**src/rtl/simt_mask_pkg.sv**
```systemverilog
package simt_mask_pkg;

    parameter int unsigned WARP_LANES = 32;
    parameter int unsigned NEST_DEPTH = 8;

    typedef enum logic [1:0] {
        OP_NONE  = 2'b00,
        OP_PUSH  = 2'b01,
        OP_FLIP  = 2'b10,
        OP_POP   = 2'b11
    } mask_op_e;

    typedef struct packed {
        logic do_push;
        logic do_flip;
        logic do_pop;
        logic ovf_evt;
        logic unf_evt;
    } mask_cmd_t;

    function automatic mask_cmd_t decode_op(input mask_op_e op,
                                            input logic full,
                                            input logic empty);
        mask_cmd_t c;
        c = '0;
        unique case (op)
            OP_PUSH: begin
                c.do_push = !full;
                c.ovf_evt = full;
            end
            OP_FLIP: begin
                c.do_flip = !empty;
                c.unf_evt = empty;
            end
            OP_POP: begin
                c.do_pop  = !empty;
                c.unf_evt = empty;
            end
            default: c = '0;
        endcase
        return c;
    endfunction

endpackage

```
**src/rtl/simt_op_decode.sv**
```systemverilog
module simt_op_decode
    import simt_mask_pkg::*;
(
    input  logic [1:0] op_i,
    input  logic       full_i,
    input  logic       empty_i,
    output mask_cmd_t  cmd_o
);

    always_comb begin
        cmd_o = decode_op(mask_op_e'(op_i), full_i, empty_i);
    end

    always_comb begin
        assert_one_action_R11: assert ($onehot0({cmd_o.do_push, cmd_o.do_flip, cmd_o.do_pop,
                                               cmd_o.ovf_evt, cmd_o.unf_evt}));
    end

endmodule

```
**src/rtl/simt_mask_lifo.sv**
```systemverilog
module simt_mask_lifo #(
    parameter int unsigned LANES = 32,
    parameter int unsigned DEPTH = 8
) (
    input  logic             clk,
    input  logic             rst,
    input  logic             push_i,
    input  logic             pop_i,
    input  logic [LANES-1:0] wr_parent_i,
    input  logic [LANES-1:0] wr_taken_i,
    output logic [LANES-1:0] top_parent_o,
    output logic [LANES-1:0] top_taken_o,
    output logic             full_o,
    output logic             empty_o
);

    localparam int unsigned PW = $clog2(DEPTH + 1);

    logic [PW-1:0]                 count_q;
    logic [DEPTH-1:0][LANES-1:0]   par_flat;
    logic [DEPTH-1:0][LANES-1:0]   tak_flat;

    always_ff @(posedge clk) begin
        if (rst) begin
            count_q <= '0;
        end else if (push_i) begin
            count_q <= count_q + PW'(1);
        end else if (pop_i) begin
            count_q <= count_q - PW'(1);
        end
    end

    generate
        for (genvar e = 0; e < DEPTH; e++) begin : g_entry
            logic [LANES-1:0] par_q;
            logic [LANES-1:0] tak_q;
            always_ff @(posedge clk) begin
                if (rst) begin
                    par_q <= '0;
                    tak_q <= '0;
                end else if (push_i && count_q == PW'(e)) begin
                    par_q <= wr_parent_i;
                    tak_q <= wr_taken_i;
                end
            end
            assign par_flat[e] = par_q;
            assign tak_flat[e] = tak_q;
        end
    endgenerate

    always_comb begin
        top_parent_o = '0;
        top_taken_o  = '0;
        for (int e = 0; e < DEPTH; e++) begin
            if (count_q == PW'(e + 1)) begin
                top_parent_o = par_flat[e];
                top_taken_o  = tak_flat[e];
            end
        end
    end

    assign full_o  = (count_q == PW'(DEPTH));
    assign empty_o = (count_q == '0);

    assert_depth_bound_R10: assert property (@(posedge clk) disable iff (rst)
        count_q <= PW'(DEPTH));

    assert_full_push_hold_R8: assert property (@(posedge clk) disable iff (rst)
        (full_o && !push_i && !pop_i) |=> full_o);

endmodule

```
**src/rtl/simt_div_mask.sv**
```systemverilog
module simt_div_mask
    import simt_mask_pkg::*;
#(
    parameter int unsigned LANES = WARP_LANES,
    parameter int unsigned DEPTH = NEST_DEPTH
) (
    input  logic             clk,
    input  logic             rst,
    input  logic [1:0]       op_i,
    input  logic [LANES-1:0] pred_i,
    input  logic [LANES-1:0] wr_req_i,
    output logic [LANES-1:0] active_mask_o,
    output logic [LANES-1:0] commit_o,
    output logic             overflow_o,
    output logic             underflow_o
);

    mask_cmd_t        cmd;
    logic             full;
    logic             empty;
    logic [LANES-1:0] top_parent;
    logic [LANES-1:0] top_taken;
    logic [LANES-1:0] active_q;
    logic [LANES-1:0] active_d;
    logic [LANES-1:0] taken_new;
    logic             ovf_q;
    logic             unf_q;

    simt_op_decode u_decode (
        .op_i    (op_i),
        .full_i  (full),
        .empty_i (empty),
        .cmd_o   (cmd)
    );

    assign taken_new = active_q & pred_i;

    simt_mask_lifo #(
        .LANES (LANES),
        .DEPTH (DEPTH)
    ) u_lifo (
        .clk          (clk),
        .rst          (rst),
        .push_i       (cmd.do_push),
        .pop_i        (cmd.do_pop),
        .wr_parent_i  (active_q),
        .wr_taken_i   (taken_new),
        .top_parent_o (top_parent),
        .top_taken_o  (top_taken),
        .full_o       (full),
        .empty_o      (empty)
    );

    always_comb begin
        active_d = active_q;
        if (cmd.do_push) begin
            active_d = taken_new;
        end else if (cmd.do_flip) begin
            active_d = top_parent & ~top_taken;
        end else if (cmd.do_pop) begin
            active_d = top_parent;
        end
    end

    always_ff @(posedge clk) begin
        if (rst) begin
            active_q <= '1;
            ovf_q    <= 1'b0;
            unf_q    <= 1'b0;
        end else begin
            active_q <= active_d;
            if (cmd.ovf_evt) ovf_q <= 1'b1;
            if (cmd.unf_evt) unf_q <= 1'b1;
        end
    end

    assign active_mask_o = active_q;
    assign commit_o      = wr_req_i & active_q;
    assign overflow_o    = ovf_q;
    assign underflow_o   = unf_q;

    assert_push_narrows_R3: assert property (@(posedge clk) disable iff (rst)
        (op_i == 2'b01) |=> ((active_mask_o & ~$past(active_mask_o)) == '0));

    assert_pop_widens_R5: assert property (@(posedge clk) disable iff (rst)
        (op_i == 2'b11 && !empty) |=> (($past(active_mask_o) & ~active_mask_o) == '0));

    assert_ovf_refused_R8: assert property (@(posedge clk) disable iff (rst)
        (op_i == 2'b01 && full) |=> (overflow_o && $stable(active_mask_o)));

    assert_unf_sticky_R9: assert property (@(posedge clk) disable iff (rst)
        underflow_o |=> underflow_o);

    assert_idle_holds_R11: assert property (@(posedge clk) disable iff (rst)
        (op_i == 2'b00) |=> $stable(active_mask_o));

endmodule

```
**config.mk**
```make
export PLATFORM = sky130hd
export DESIGN_NAME = simt_div_mask
export DESIGN_NICKNAME = d
export VERILOG_FILES = /design/src/rtl/simt_mask_pkg.sv /design/src/rtl/simt_op_decode.sv /design/src/rtl/simt_mask_lifo.sv /design/src/rtl/simt_div_mask.sv
export SDC_FILE = /design/constraint.sdc
export NUM_CORES = 1
export LEC_CHECK = 0
export BUFFER_PORTS_ARGS = -buffer_cell sky130_fd_sc_hd__clkbuf_2
export CELL_PAD_IN_SITES_DETAIL_PLACEMENT = 1
export CELL_PAD_IN_SITES_GLOBAL_PLACEMENT = 2
export CORE_UTILIZATION = 38
export CTS_CLUSTER_SIZE = 10
export DETAILED_ROUTE_END_ITERATION = 10
export GPL_ROUTABILITY_DRIVEN = 0
export GPL_TIMING_DRIVEN = 0
export HOLD_SLACK_MARGIN = 0.08
export PLACE_DENSITY_LB_ADDON = 0.1
export SYNTH_ARGS = -nofsm -noshare
export SYNTH_HDL_FRONTEND = slang
export SYNTH_SLANG_ARGS = --single-unit
```
**constraint.sdc**
```tcl
create_clock -name clk -period 3.9 [get_ports clk]
set_input_delay 0.39 -clock clk [delete_from_list [all_inputs] [get_ports clk]]
set_output_delay 0.39 -clock clk [all_outputs]
set_load 0.005 [all_outputs]
```
# After elaboration in Yosys (flattened, before gate mapping)
# Index checks and enable logic that the tools add are counted.
[classes]
n_addsub = 2
n_eq_ne = 11
muxes = 26
bitwise = 4
reduce_logical = 14
[op_table]
columns = ["operator", "n"]
rows = [
  ["$mux 32", 19],
  ["$and 32x32->32", 3],
  ["$not 32->32", 1],
  ["$eq 4x3->1 const B", 4],
  ["$eq 4x2->1 const B", 2],
  ["$logic_and 1x1->1", 8],
  ["$mux 4", 2],
  ["$mux 1", 5],
  ["$add 4x1->4 const B", 1],
  ["$eq 2x2->1 const B", 2],
  ["$eq 4x1->1 const B", 1],
  ["$eq 4x4->1 const B", 1],
  ["$logic_not 4->1", 1],
  ["$sub 4x1->4 const B", 1],
  ["$reduce_bool 3->1", 1],
  ["$eq 2x1->1 const B", 1],
  ["$logic_not 1->1", 2],
  ["$reduce_bool 2->1", 1],
  ["$reduce_or 2->1", 1],
]
[totals]
regBits = 550
inputBits = 68
output_inout_bits = 66
elab_cells = 77

# Longest topological paths before layout
# Gate-level depths: netlist (run 1).
[depth]
depth_word = 13
ltp_mapped = 10
ltp_nobuf = 7

# Cells and area by module
# From an unflattened synthesis (run 1), not the netlist that was laid out.
[unflattened]
cells_unflattened = 3608
hier_area_um2 = 25434.4
[modules_own_cells]
columns = ["mod", "n_inst", "cells_each", "area_per_inst_um2", "seq_area_each_um2"]
rows = [
  ["simt_mask_lifo", 1, 3350, 23213.5, 10329.9],
  ["simt_div_mask", 1, 253, 2170.8, 680.7],
  ["simt_op_decode", 1, 5, 50.0, 0.0],
]

# Worst setup path before layout (run 1)
# No wires, ideal clock.
[synth_timing]
kind = "register to register"
startpoint = "register u_lifo.count_q[0]"
endpoint = "register u_lifo.g_entry[4].tak_q[0]"
setup_time_ns = 0.128
arrival_ns = 1.897
t_required_ns = 3.772
slack_ns = 1.876
stages_incl_launch_ff = 11
n_path_buf = 4
period_less_slack_ns = 2.024
path_cell_list = "dfxtp_1 > inv_1 > ha_1 > and3b_1 > buf_2 > or3_1 > buf_2 > buf_6 > buf_6 > a21oi_1 > nor2_1"
[synth_via]
elab_chain_cells = 4
elab_cells_between_ends = 5
classes_between = "eq/ne (2); mux (1); reduce/logical (2)"
[synth_rtl]
columns = ["item", "line_no", "rtl"]
rows = [
  ["from (decl)", "simt_mask_lifo.sv:19", "logic [PW-1:0] count_q;"],
  ["from (signal assigned)", "simt_mask_lifo.sv:27", "count_q <= count_q + PW'(1);"],
  ["from (signal assigned)", "simt_mask_lifo.sv:29", "count_q <= count_q - PW'(1);"],
  ["$eq 4x4->1", "simt_mask_lifo.sv:62", "assign full_o = (count_q == PW'(DEPTH));"],
  ["$logic_not 1->1", "simt_mask_pkg.sv:28", "c.do_push = !full;"],
  ["$mux 1", "simt_mask_pkg.sv:26", "unique case (op)"],
  ["$logic_and 1x1->1 (*)", "simt_mask_lifo.sv:41", "end else if (push_i && count_q == PW'(e)) begin"],
  ["to (signal assigned)", "simt_mask_lifo.sv:43", "tak_q <= wr_taken_i;"],
  ["to (decl)", "simt_mask_lifo.sv:36", "logic [LANES-1:0] tak_q;"],
]
# Every way passes the cells marked *; elsewhere a longest branch is shown, timed or not.
# A chain may end at the register's enable or synchronous reset.

# Final worst setup path (run 1)
[layout_timing]
startpoint = "register u_lifo.count_q[0]"
endpoint = "register active_q[27] (netlist: active_mask_o[27])"
[layout_via]
elab_chain_cells = 13
elab_cells_between_ends = 36
classes_between = "eq/ne (8); mux (22); bitwise (2); reduce/logical (4)"
[layout_rtl]
columns = ["item", "line_no", "rtl"]
rows = [
  ["$eq 4x1->1", "simt_mask_lifo.sv:55", "if (count_q == PW'(e + 1)) begin"],
  ["$mux 32 (8 in series)", "simt_mask_lifo.sv:55", ""],
  ["$not 32->32", "simt_div_mask.sv:59", "active_d = top_parent & ~top_taken;"],
  ["$and 32x32->32", "simt_div_mask.sv:59", ""],
  ["$mux 32", "simt_div_mask.sv:58", "end else if (cmd.do_flip) begin"],
  ["$mux 32", "simt_div_mask.sv:56", "if (cmd.do_push) begin"],
  ["to (signal assigned)", "simt_div_mask.sv:71", "active_q <= active_d;"],
  ["to (decl)", "simt_div_mask.sv:23", "logic [LANES-1:0] active_q;"],
]
# Parallel ways exist; a longest one is shown, timed or not. The select of a mux whose other input is x is not followed.

==> results.sh, run 1 <==
export IMPL_synthTopCellsByArea="dfxtp_1, a21oi_1, nand2_1"
export IMPL_layout_common_cells="nand2_1, a21oi_1, nor2_1, dfxtp_1, clkbuf_1"
export IMPL_finalCritPeriodShare=0.9317
export IMPL_endpoint_kind="flop"
export IMPL_dieWidth_um=255.9
export IMPL_ys_seq_area_frac=0.4496
export IMPL_required_ps=4440
export IMPL_seqPwrFrac=0.338
export IMPL_syn_to_final_growth_pct=15.04
export IMPL_route_antenna_remaining_nets=0
export IMPL_switching_share=0.4165
export IMPL_final_common_cell="nand2_1"
export IMPL_h_tree_depth=3
export IMPL_ctsResizeCount=0
export IMPL_synth_top_cell_area_share=0.4496
export IMPL_finalHoldViolations=0
export IMPL_diodes=0
export IMPL_ys_ff_latch=550
export IMPL_drt_iter0_drc=2790
export IMPL_setup_viol=0
export IMPL_numCtsBuffers=68
export IMPL_port_buffers=132
export IMPL_final_nets=3594
export IMPL_route_detailed_drc=0
export IMPL_ys_types=45
export IMPL_ctsHoldBuffers=0
export IMPL_rows=92
export IMPL_initial_core_util=0.3862
export IMPL_num_io_pins=134
export IMPL_yosys_most_used_dff="dfxtp_1"
export IMPL_clk_path_buf_depth=3
export IMPL_viasPerCell=6.115
export IMPL_cts_sinks=550
export IMPL_critPathKind="reg2reg"
export IMPL_antenna_found_initial=4
export IMPL_max_clock_freq_mhz=275.2
export IMPL_vias=26888
export IMPL_synth_top_cell_by_area="dfxtp_1"
export IMPL_grt_use_met1=0.4781
export IMPL_synth_area_mm2=0.02449
export IMPL_dpl_hpwl_um=88160
export IMPL_period_needed_ps=3634
export IMPL_synthCells=3320
export IMPL_tns_ps=0
export IMPL_wl_um=122900
export IMPL_cts_tree="built"
export IMPL_layout_cells_non_filler=4397
export IMPL_min_path_type="in2reg"
export IMPL_intPower_w=0.01120
export IMPL_clock_root_buffer="clkbuf_16"
export IMPL_cap_violations=0
export IMPL_outcome="completed"
export IMPL_vdd_ir_drop_max_mv=0.3158
export IMPL_overflow=0
export IMPL_fill_cells=7986
export IMPL_power_density_mw_per_mm2=681.2
export IMPL_tightest_slew_ps=1340
export IMPL_dpl_cell_area_mm2=0.02622
export IMPL_rsz0062_at_grt="false"
export IMPL_met3_usage=0.06873
export IMPL_crit_fanout=10
export IMPL_yosysWarnings=0
export IMPL_core_region_area_mm2=0.06343
export IMPL_dieArea_mm2=0.06547
export IMPL_p_clk_frac=0.310
export IMPL_p_comb_frac=0.352
export IMPL_syn_avg_cell_area_um2=7.377
export IMPL_p_sw_w=0.007994
export IMPL_maxSlewViolCount=0
export IMPL_cts_setup_buffers=0
export IMPL_die_h_um=255.9
export IMPL_clock_skew_ps=21.05
export IMPL_drive_above_1_share=0.08476
export IMPL_grt_max_degree=11
export IMPL_track_usage=0.3646
export IMPL_clk_latency_ps=620
export IMPL_wire_per_inst_um=27.94
export IMPL_clk_pin_slew_ps=60
export IMPL_dr_pass1_iters=5
export IMPL_synthesis_nets=3392
export IMPL_leakage_nw=9.876
export IMPL_relSlewSlack=0.1065
export IMPL_synth_edf_count=0
export IMPL_grtUsageMet2=0.5619
export IMPL_synthArstFlopShare=0
export IMPL_critPathArrivalTime_ps=4180
export IMPL_placed_cells=4298
export IMPL_grt_pass1_wl_um=177100
export IMPL_grt_pass1_vias=26826
export IMPL_busiest_layer="met2"
export IMPL_start_kind="flop"
export IMPL_design_area_mm2=0.02818
synth_stat cells, drive strengths merged (3+ instances only):
cell type,n
a21oi,611
a221oi,32
a22oi,31
a311o,31
a311oi,65
and2,34
and3,5
and3b,3
buf,95
clkbuf,227
dfxtp,550
ha,4
inv,7
nand2,645
nand2b,29
nand3,3
nand3b,3
nand4,4
nor2,556
nor2b,67
nor3,35
nor3b,34
o21ai,100
o221ai,62
o22ai,34
o2bb2ai,32
or2b,6
xnor2,4
through the flow:
stage               worst slack (ps)  hold WS, ps  total power, W    util
finish                         266.2        304.0         0.01919  0.4443
CTS                            386.7        292.3         0.01898  0.4443
global route                   219.4        356.7         0.01975  0.4443
floorplan                       1876        431.8         0.01002       -
detailed placement             440.4        445.4         0.01310  0.4133
global placement               521.4        438.2         0.01293  0.4133
path summary, 6_finish.rpt:
check | cells past startpoint | start | slack (ps) | to
max reg2reg | 9 | u_lifo.count_q[0]$_SDFFE_PP0P_ | 270 | active_mask_o[27]$_SDFFE_PP1P_
max | 9 | u_lifo.count_q[0]$_SDFFE_PP0P_ | 270 | active_mask_o[27]$_SDFFE_PP1P_
min | 4 | op_i[0] | 300 | u_lifo.count_q[2]$_SDFFE_PP0P_
min reg2reg | 2 | u_lifo.g_entry[0].par_q[3]$_SDFFE_PP0P_ | 450 | u_lifo.g_entry[0].par_q[3]$_SDFFE_PP0P_
per-layer routing:
| metal | up-vias | share of wire | wire, µm |
|---|---|---|---|
| met4 | 6 | 0.059 | 7226 |
| met5 | - | 0.00032 | 39 |
| met2 | 1313 | 0.44 | 53870 |
| li1 | 11729 | - | - |
| met3 | 365 | 0.079 | 9765 |
| met1 | 13475 | 0.42 | 51970 |
worst max-delay path, stage by stage (launching register included):
cell and delay (ps):
dfxtp_1 350, inv_1 140, ha_1 220, buf_2 320
buf_2 450, clkbuf_1 680, a221oi_1 230, a311oi_1 920
nor3_1 90, o21ai_1 160
flip-flops by register name, indices dropped and copies added (netlist names):
| signal | flops |
|---|---|
| u_lifo.g_entry.par_q | 256 |
| u_lifo.g_entry.tak_q | 256 |
| active_mask_o | 32 |
| u_lifo.count_q | 4 |
| overflow_o | 1 |
| underflow_o | 1 |
power by group through the flow:
stage	registers, W	clock network [W]	logic (W)
final	0.00649	0.00594	0.00676
after global routing	0.00654	0.00619	0.00703
after CTS	0.00648	0.00595	0.00655
after detailed placement	0.00660	0	0.00651
after global placement	0.00656	0	0.00637
after floorplan	0.00648	0	0.00354
final cells by class:
class                   count  area (µm²)  area share
inverters                   7       26.28   0.0009325
clock inverters             4       23.77   0.0008437
well taps                 846        1059     0.03757
plain buffers             322        1354     0.04805
clock buffers              95        1937     0.06874
multi-input cells        2441       12110      0.4297
flip-flops and latches    550       11010      0.3908
repair buffers            132       660.6     0.02345
cell families after synthesis:
family	count (synthesis)	synth area share
mux	1	0.0004087
buf+inv	329	0.05635
fa+ha+maj	4	0.002044
compound gates	1004	0.2466
flops	550	0.4496
xor+xnor	4	0.001430
simple gates	1428	0.2436
Note: power is estimated with default switching activity, not from simulation.
==> run 2, diff against run 1 <==
- REMOVE_ABC_BUFFERS: unset -> 1
==> run 2 against run 1 <==
Compared with the run above:
- the flow now finishes with violations (max-capacitance violations, max-slew violations)
- sequential share of layout area fell by 0.66 points
- non-clock buffer count fell by 239
- global-route usage fell by 7.1 points
- die area did not move
- worst setup slack got worse by 170 ps
- maximum frequency fell by 4.5%
- register-to-register slack got worse by 170 ps
- critical path depth did not move
- clock skew fell by 6.1 ps
- clock-buffer cell count rose by 1
- clock power barely moved
- via count fell by 8.3%
- critical path type unchanged
==> results.sh, run 2 (synthesis gave the netlist of run 1 again) <==
export IMPL_overflow=0
export IMPL_start_kind="flop"
export IMPL_pre_cts_ws_ps=-409.8
export IMPL_min_path_type="in2reg"
export IMPL_clk_latency_ps=590
export IMPL_crit_fanout=40
export IMPL_h_tree_depth=3
export IMPL_core_region_area_mm2=0.06343
export IMPL_dr_pass1_iters=5
export IMPL_grt_pass1_wl_um=148400
export IMPL_finalCritPeriodShare=0.9759
export IMPL_dieArea_mm2=0.06547
export IMPL_clock_skew_ps=14.91
export IMPL_seqPwrFrac=0.371
export IMPL_intPower_w=0.01161
export IMPL_route_antenna_remaining_nets=0
export IMPL_violations="max-capacitance violations, max-slew violations"
export IMPL_port_buffers=133
export IMPL_power_density_mw_per_mm2=660.4
export IMPL_num_io_pins=134
export IMPL_wire_per_inst_um=23.91
export IMPL_rows=92
export IMPL_required_ps=4400
export IMPL_maxSlewViolCount=14
export IMPL_die_h_um=255.9
export IMPL_finalHoldViolations=0
export IMPL_drt_iter0_drc=1866
export IMPL_viasPerCell=5.933
export IMPL_setup_viol=0
export IMPL_grt_max_degree=135
export IMPL_track_usage=0.2939
export IMPL_leakage_nw=10.06
export IMPL_r2r_start="u_lifo.count_q[0]$_SDFFE_PP0P_"
export IMPL_cap_violations=1
export IMPL_final_nets=3356
export IMPL_p_clk_frac=0.315
export IMPL_tightest_slew_ps=1754
export IMPL_critPathKind="reg2reg"
export IMPL_critPathArrivalTime_ps=4310
export IMPL_syn_to_final_growth_pct=17.03
export IMPL_vdd_ir_drop_max_mv=0.4597
export IMPL_cts_tree="built"
export IMPL_regArea_mm2=0.01101
export IMPL_clk_path_buf_depth=3
export IMPL_startpoint="u_lifo.count_q[0]$_SDFFE_PP0P_"
export IMPL_vias=24668
export IMPL_grt_pass1_vias=24358
export IMPL_clk_pin_slew_ps=60
export IMPL_clock_root_buffer="clkbuf_16"
export IMPL_multiInputGateArea_mm2=0.01230
export IMPL_cts_sinks=550
export IMPL_switching_share=0.3865
export IMPL_period_needed_ps=3806
export IMPL_dpl_hpwl_um=58880
export IMPL_crit_end="u_lifo.g_entry[3].par_q[22]$_SDFFE_PP0P_"
export IMPL_ctsResizeCount=0
export IMPL_rsz0062_at_grt="false"
export IMPL_initial_core_util=0.3862
export IMPL_fill_cells=7714
export IMPL_p_comb_frac=0.314
export IMPL_p_sw_w=0.007317
export IMPL_dieWidth_um=255.9
export IMPL_design_area_mm2=0.02866
export IMPL_diodes=0
export IMPL_endpoint_kind="flop"
export IMPL_antenna_found_initial=1
export IMPL_layout_common_cells="nand2_1, a21oi_1, nor2_1, dfxtp_1, clkbuf_2"
export IMPL_max_clock_freq_mhz=262.7
export IMPL_final_common_cell="nand2_1"
export IMPL_relSlewSlack=-0.1717
export IMPL_reg2regPathDepth=9
export IMPL_route_detailed_drc=0
export IMPL_r2r_end="u_lifo.g_entry[3].par_q[22]$_SDFFE_PP0P_"
export IMPL_wl_um=99410
export IMPL_hold_start="rst"
export IMPL_dpl_cell_area_mm2=0.02655
export IMPL_setup_slack_ps=93.80
export IMPL_numCtsBuffers=68
export IMPL_outcome="finished with violations"
export IMPL_r2r_setup_slack_ps=90
export IMPL_drive_above_1_share=0.1018
==> run 2: metrics by stage <==
stage / std cells / setup TNS, ps / hold WS, ps / utilization / total power (W)
6_report: 4158 / 0 / 307.1 / 0.4519 / 0.01893
5_1_grt: 4158 / 0 / 381.2 / 0.4519 / 0.01971
4_1_cts: 4154 / 0 / 293.2 / 0.4512 / 0.01890
3_5_place_dp: 4053 / -13960 / 442.2 / 0.4186 / 0.01290
3_3_place_gp: 3977 / -4313900 / 437.2 / 0.3920 / 0.01213
2_1_floorplan: 2998 / -738630 / 425.7 / - / 0.009631
==> run 2: worst min-delay path by stage <==
stage	to	slack [ps]	depth (start not counted)
5_1_grt	u_lifo.g_entry[5].tak_q[18]$_SDFFE_PP0P_	380	2
6_report	u_lifo.g_entry[0].tak_q[18]$_SDFFE_PP0P_	310	2
2_1_floorplan	u_lifo.g_entry[0].par_q[0]$_SDFFE_PP0P_	430	2
3_5_place_dp	u_lifo.g_entry[0].par_q[25]$_SDFFE_PP0P_	440	2
4_1_cts	u_lifo.count_q[2]$_SDFFE_PP0P_	290	4
3_3_place_gp	u_lifo.g_entry[0].par_q[2]$_SDFFE_PP0P_	440	2
==> run 2: final cells by class <==
class / count / share of cell area
clock inverter: 2 / 0.0003492
multi-input combinational: 2442 / 0.4292
clock buffer: 96 / 0.07059
sequential: 550 / 0.3841
timing repair buffer: 215 / 0.07788
tap: 846 / 0.03693
inverter: 7 / 0.0009167
==> run 2: repair_timing <==
action / in CTS / in global routing
hold buffers: 0 / 0
hold endpoints to repair: 0 / 0
gates cloned: 0 / 1
buffers inserted: 3 / 3
pin swaps: 1 / 2
setup endpoints to repair: 67 / 37
==> run 2: critical path, cell delays in order, from the launching register on <==
cell,delay [ps]
dfxtp_1,520
inv_1,230
ha_4,470
nand3b_1,610
nand2_2,570
nor3_2,640
buf_6,240
buf_8,160
nand2_1,60
a21oi_1,170
==> run 2: power groups by stage <==
stage                     Clock [W]  Combinational [W]  Sequential (W)
after detailed placement          0            0.00577         0.00713
after global placement            0            0.00507         0.00707
after CTS                   0.00609            0.00581         0.00701
final                       0.00597            0.00594         0.00702
after global routing        0.00630            0.00630         0.00711
after floorplan                   0            0.00286         0.00677
==> run 2: routing by layer <==
metal  vias up  wire length (µm)  global-route usage
met1     12469             46160              0.4096
met5         -                 0                   0
met2       751             44800              0.4703
met4         0              2797             0.09914
li1      11264                 -                   -
met3       184              5658             0.03397
==> run 3, diff against run 2 <==
- CTS_CLUSTER_SIZE: 10 -> unset
- PLACE_DENSITY_LB_ADDON: 0.1 -> 0.3
==> run 3 against run 2 <==
Compared with the run above:
- register-to-register slack better by 40 ps
- global-route usage is essentially flat
- final cell count rose by 0.46%
- largest cell class unchanged
- critical endpoint is now u_lifo.g_entry[4].tak_q[4]$_SDFFE_PP0P_
- clock-buffer cell count up 13
- highest routed layer unchanged
- worst hold slack lost 25 ps
- the flow now finishes without violations
- final area grew 0.68%
- sequential share of layout area fell by 0.26 points
==> results.sh, run 3 (synthesis gave the netlist of run 1 again) <==
export IMPL_vias=24760
export IMPL_max_clock_freq_mhz=265.3
export IMPL_rsz0062_at_grt="false"
export IMPL_dpl_hpwl_um=60070
export IMPL_port_buffers=133
export IMPL_grt_pass1_vias=24991
export IMPL_period_needed_ps=3769
export IMPL_layout_common_cells="nand2_1, a21oi_1, nor2_1, dfxtp_1, clkbuf_2"
export IMPL_grt_pass1_wl_um=149900
export IMPL_worst_path_max_delay_cell="and3b_2"
export IMPL_r2r_end="u_lifo.g_entry[4].tak_q[4]$_SDFFE_PP0P_"
export IMPL_r2r_setup_slack_ps=130
export IMPL_crit_buf_inv=3
export IMPL_numCtsBuffers=66
export IMPL_worstHoldEndpoint="u_lifo.count_q[2]$_SDFFE_PP0P_"
export IMPL_rows=92
export IMPL_num_io_pins=134
export IMPL_critPathArrivalTime_ps=4230
export IMPL_multiInputGateArea_mm2=0.01230
export IMPL_endpoint_kind="flop"
export IMPL_relSlewSlack=0.06040
export IMPL_final_common_cell="nand2_1"
export IMPL_met3_usage=0.04506
export IMPL_die_h_um=255.9
export IMPL_reg2regPathDepth=9
export IMPL_finalPower_w=0.01919
export IMPL_tightest_slew_ps=1406
export IMPL_crit_top_cell="nor2_1"
export IMPL_leakage_nw=10.15
export IMPL_fin_util=0.4550
export IMPL_cts_tree="built"
export IMPL_required_ps=4360
export IMPL_crit_chain="inv_1 -> ha_4 -> buf_12 -> and3b_2 -> or3_4 -> buf_16 -> nor2_1 -> a21oi_1 -> nor2_1"
export IMPL_drive_above_1_share=0.1048
export IMPL_finalCritPeriodShare=0.9665
export IMPL_clk_latency_ps=610
export IMPL_clock_skew_ps=13.19
export IMPL_hold_start="op_i[0]"
export IMPL_drt_iter0_drc=2001
export IMPL_outcome="completed"
export IMPL_vdd_ir_drop_max_mv=0.3988
export IMPL_maxSlewViolCount=0
export IMPL_max_stage_delay_ps=850
export IMPL_clk_pin_slew_ps=60
export IMPL_syn_to_final_growth_pct=17.82
export IMPL_grtUsageMet2=0.4739
export IMPL_crit_fanout=57
export IMPL_wl_um=98850
export IMPL_clk_path_buf_depth=3
export IMPL_final_nets=3354
export IMPL_r2r_start="u_lifo.count_q[0]$_SDFFE_PP0P_"
export IMPL_busiest_layer="met2"
export IMPL_wire_per_inst_um=23.67
export IMPL_h_tree_depth=3
export IMPL_core_region_area_mm2=0.06343
export IMPL_min_path_type="in2reg"
export IMPL_start_kind="flop"
export IMPL_setup_viol=0
export IMPL_overflow=0
export IMPL_cts_sinks=550
export IMPL_dieArea_mm2=0.06547
export IMPL_diodes=0
export IMPL_route_antenna_remaining_nets=0
export IMPL_finalHoldViolations=0
export IMPL_ctsHoldBuffers=0
export IMPL_critPathKind="reg2reg"
export IMPL_grt_max_degree=141
export IMPL_route_detailed_drc=0
export IMPL_viasPerCell=5.928
export IMPL_track_usage=0.2941
export IMPL_dieWidth_um=255.9
export IMPL_cap_violations=0
export IMPL_antenna_found_initial=0
export IMPL_critPathTopFamily="simple AND/OR/NAND/NOR gates"
export IMPL_regArea_mm2=0.01101
export IMPL_dr_pass1_iters=5
export IMPL_clock_root_buffer="clkbuf_16"
export IMPL_initial_core_util=0.3862
export IMPL_grt_use_met1=0.3945
export IMPL_fill_cells=7619
export IMPL_min_path_cells=4
export IMPL_power_density_mw_per_mm2=665.1
-- run 3: changes by cell type in the layout (fill, tap and decap cells not counted), sizes merged --
cell,before,now
bufinv,0,1
nand2,646,645
buf,82,83
clkinv,2,6
clkbuf,229,242
inv,7,8
-- run 3: worst max path at each step --
stage                                                     to  slack (ps)  cells after the start                           start
floorplan            u_lifo.g_entry[2].tak_q[0]$_SDFFE_PP0P_       -3100                      5  u_lifo.count_q[0]$_SDFFE_PP0P_
global placement    u_lifo.g_entry[2].tak_q[20]$_SDFFE_PP0P_      -10470                      5  u_lifo.count_q[0]$_SDFFE_PP0P_
detailed placement  u_lifo.g_entry[3].par_q[19]$_SDFFE_PP0P_        -760                     10                         op_i[0]
CTS                  u_lifo.g_entry[3].tak_q[0]$_SDFFE_PP0P_          90                      8  u_lifo.count_q[0]$_SDFFE_PP0P_
global route        u_lifo.g_entry[1].par_q[22]$_SDFFE_PP0P_          40                      9  u_lifo.count_q[0]$_SDFFE_PP0P_
finish               u_lifo.g_entry[4].tak_q[4]$_SDFFE_PP0P_         130                      9  u_lifo.count_q[0]$_SDFFE_PP0P_
-- run 3: what timing repair did --
| action | in CTS | in global routing |
|---|---|---|
| setup buffers | 1 | 2 |
| resized for setup | 2 | 0 |
| pin swaps | 0 | 0 |
| setup endpoints to repair | 84 | 12 |
-- run 3: worst register-to-register path: stages, from the launching register on --
cell and delay [ps]:
dfxtp_1 420, inv_1 250, ha_4 500, buf_12 270, and3b_2 850, or3_4 660
buf_16 350, nor2_1 130, a21oi_1 150, nor2_1 60
-- run 3: per-layer routing --
layer  wire length (µm)  vias up  share of wire
met4               3662        0          0.037
met1              43860    12426           0.44
met5                  0        -              0
li1                   -    11277              -
met2              44920      797           0.45
met3               6408      260          0.065
-- run 3: layout make-up --
type,count,share of cell area
Multi-Input combinational cell,2441,0.4264
Tap cell,846,0.03668
Inverter,7,0.0009106
Clock buffer,109,0.07276
Timing Repair Buffer,216,0.07930
Sequential cell,550,0.3816
Clock inverter,8,0.002385
-- run 3: report_power, final --
| part | total, W | leakage [nW] | switching [W] | internal (W) |
|---|---|---|---|---|
| registers | 0.00705 | 4.45 | 0.000957 | 0.00609 |
| clock network | 0.00624 | 1.07 | 0.00251 | 0.00373 |
| logic | 0.00591 | 4.64 | 0.00391 | 0.00199 |
| total | 0.0192 | 10.2 | 0.00738 | 0.0118 |
-- run 3: metrics by stage --
step | hold WS [ps] | cells | instance area, µm² | setup TNS (ps) | worst slack (ps)
6_report | 282.0 | 4177 | 28860 | 0 | 130.7
5_1_grt | 320.2 | 4177 | 28860 | 0 | 37.17
4_1_cts | 249.2 | 4175 | 28840 | 0 | 88.23
3_5_place_dp | 443.7 | 4057 | 26650 | -18860 | -757.2
3_3_place_gp | 436.3 | 3977 | 24860 | -4218560 | -10470
2_1_floorplan | 425.7 | 2998 | 23140 | -738630 | -3102
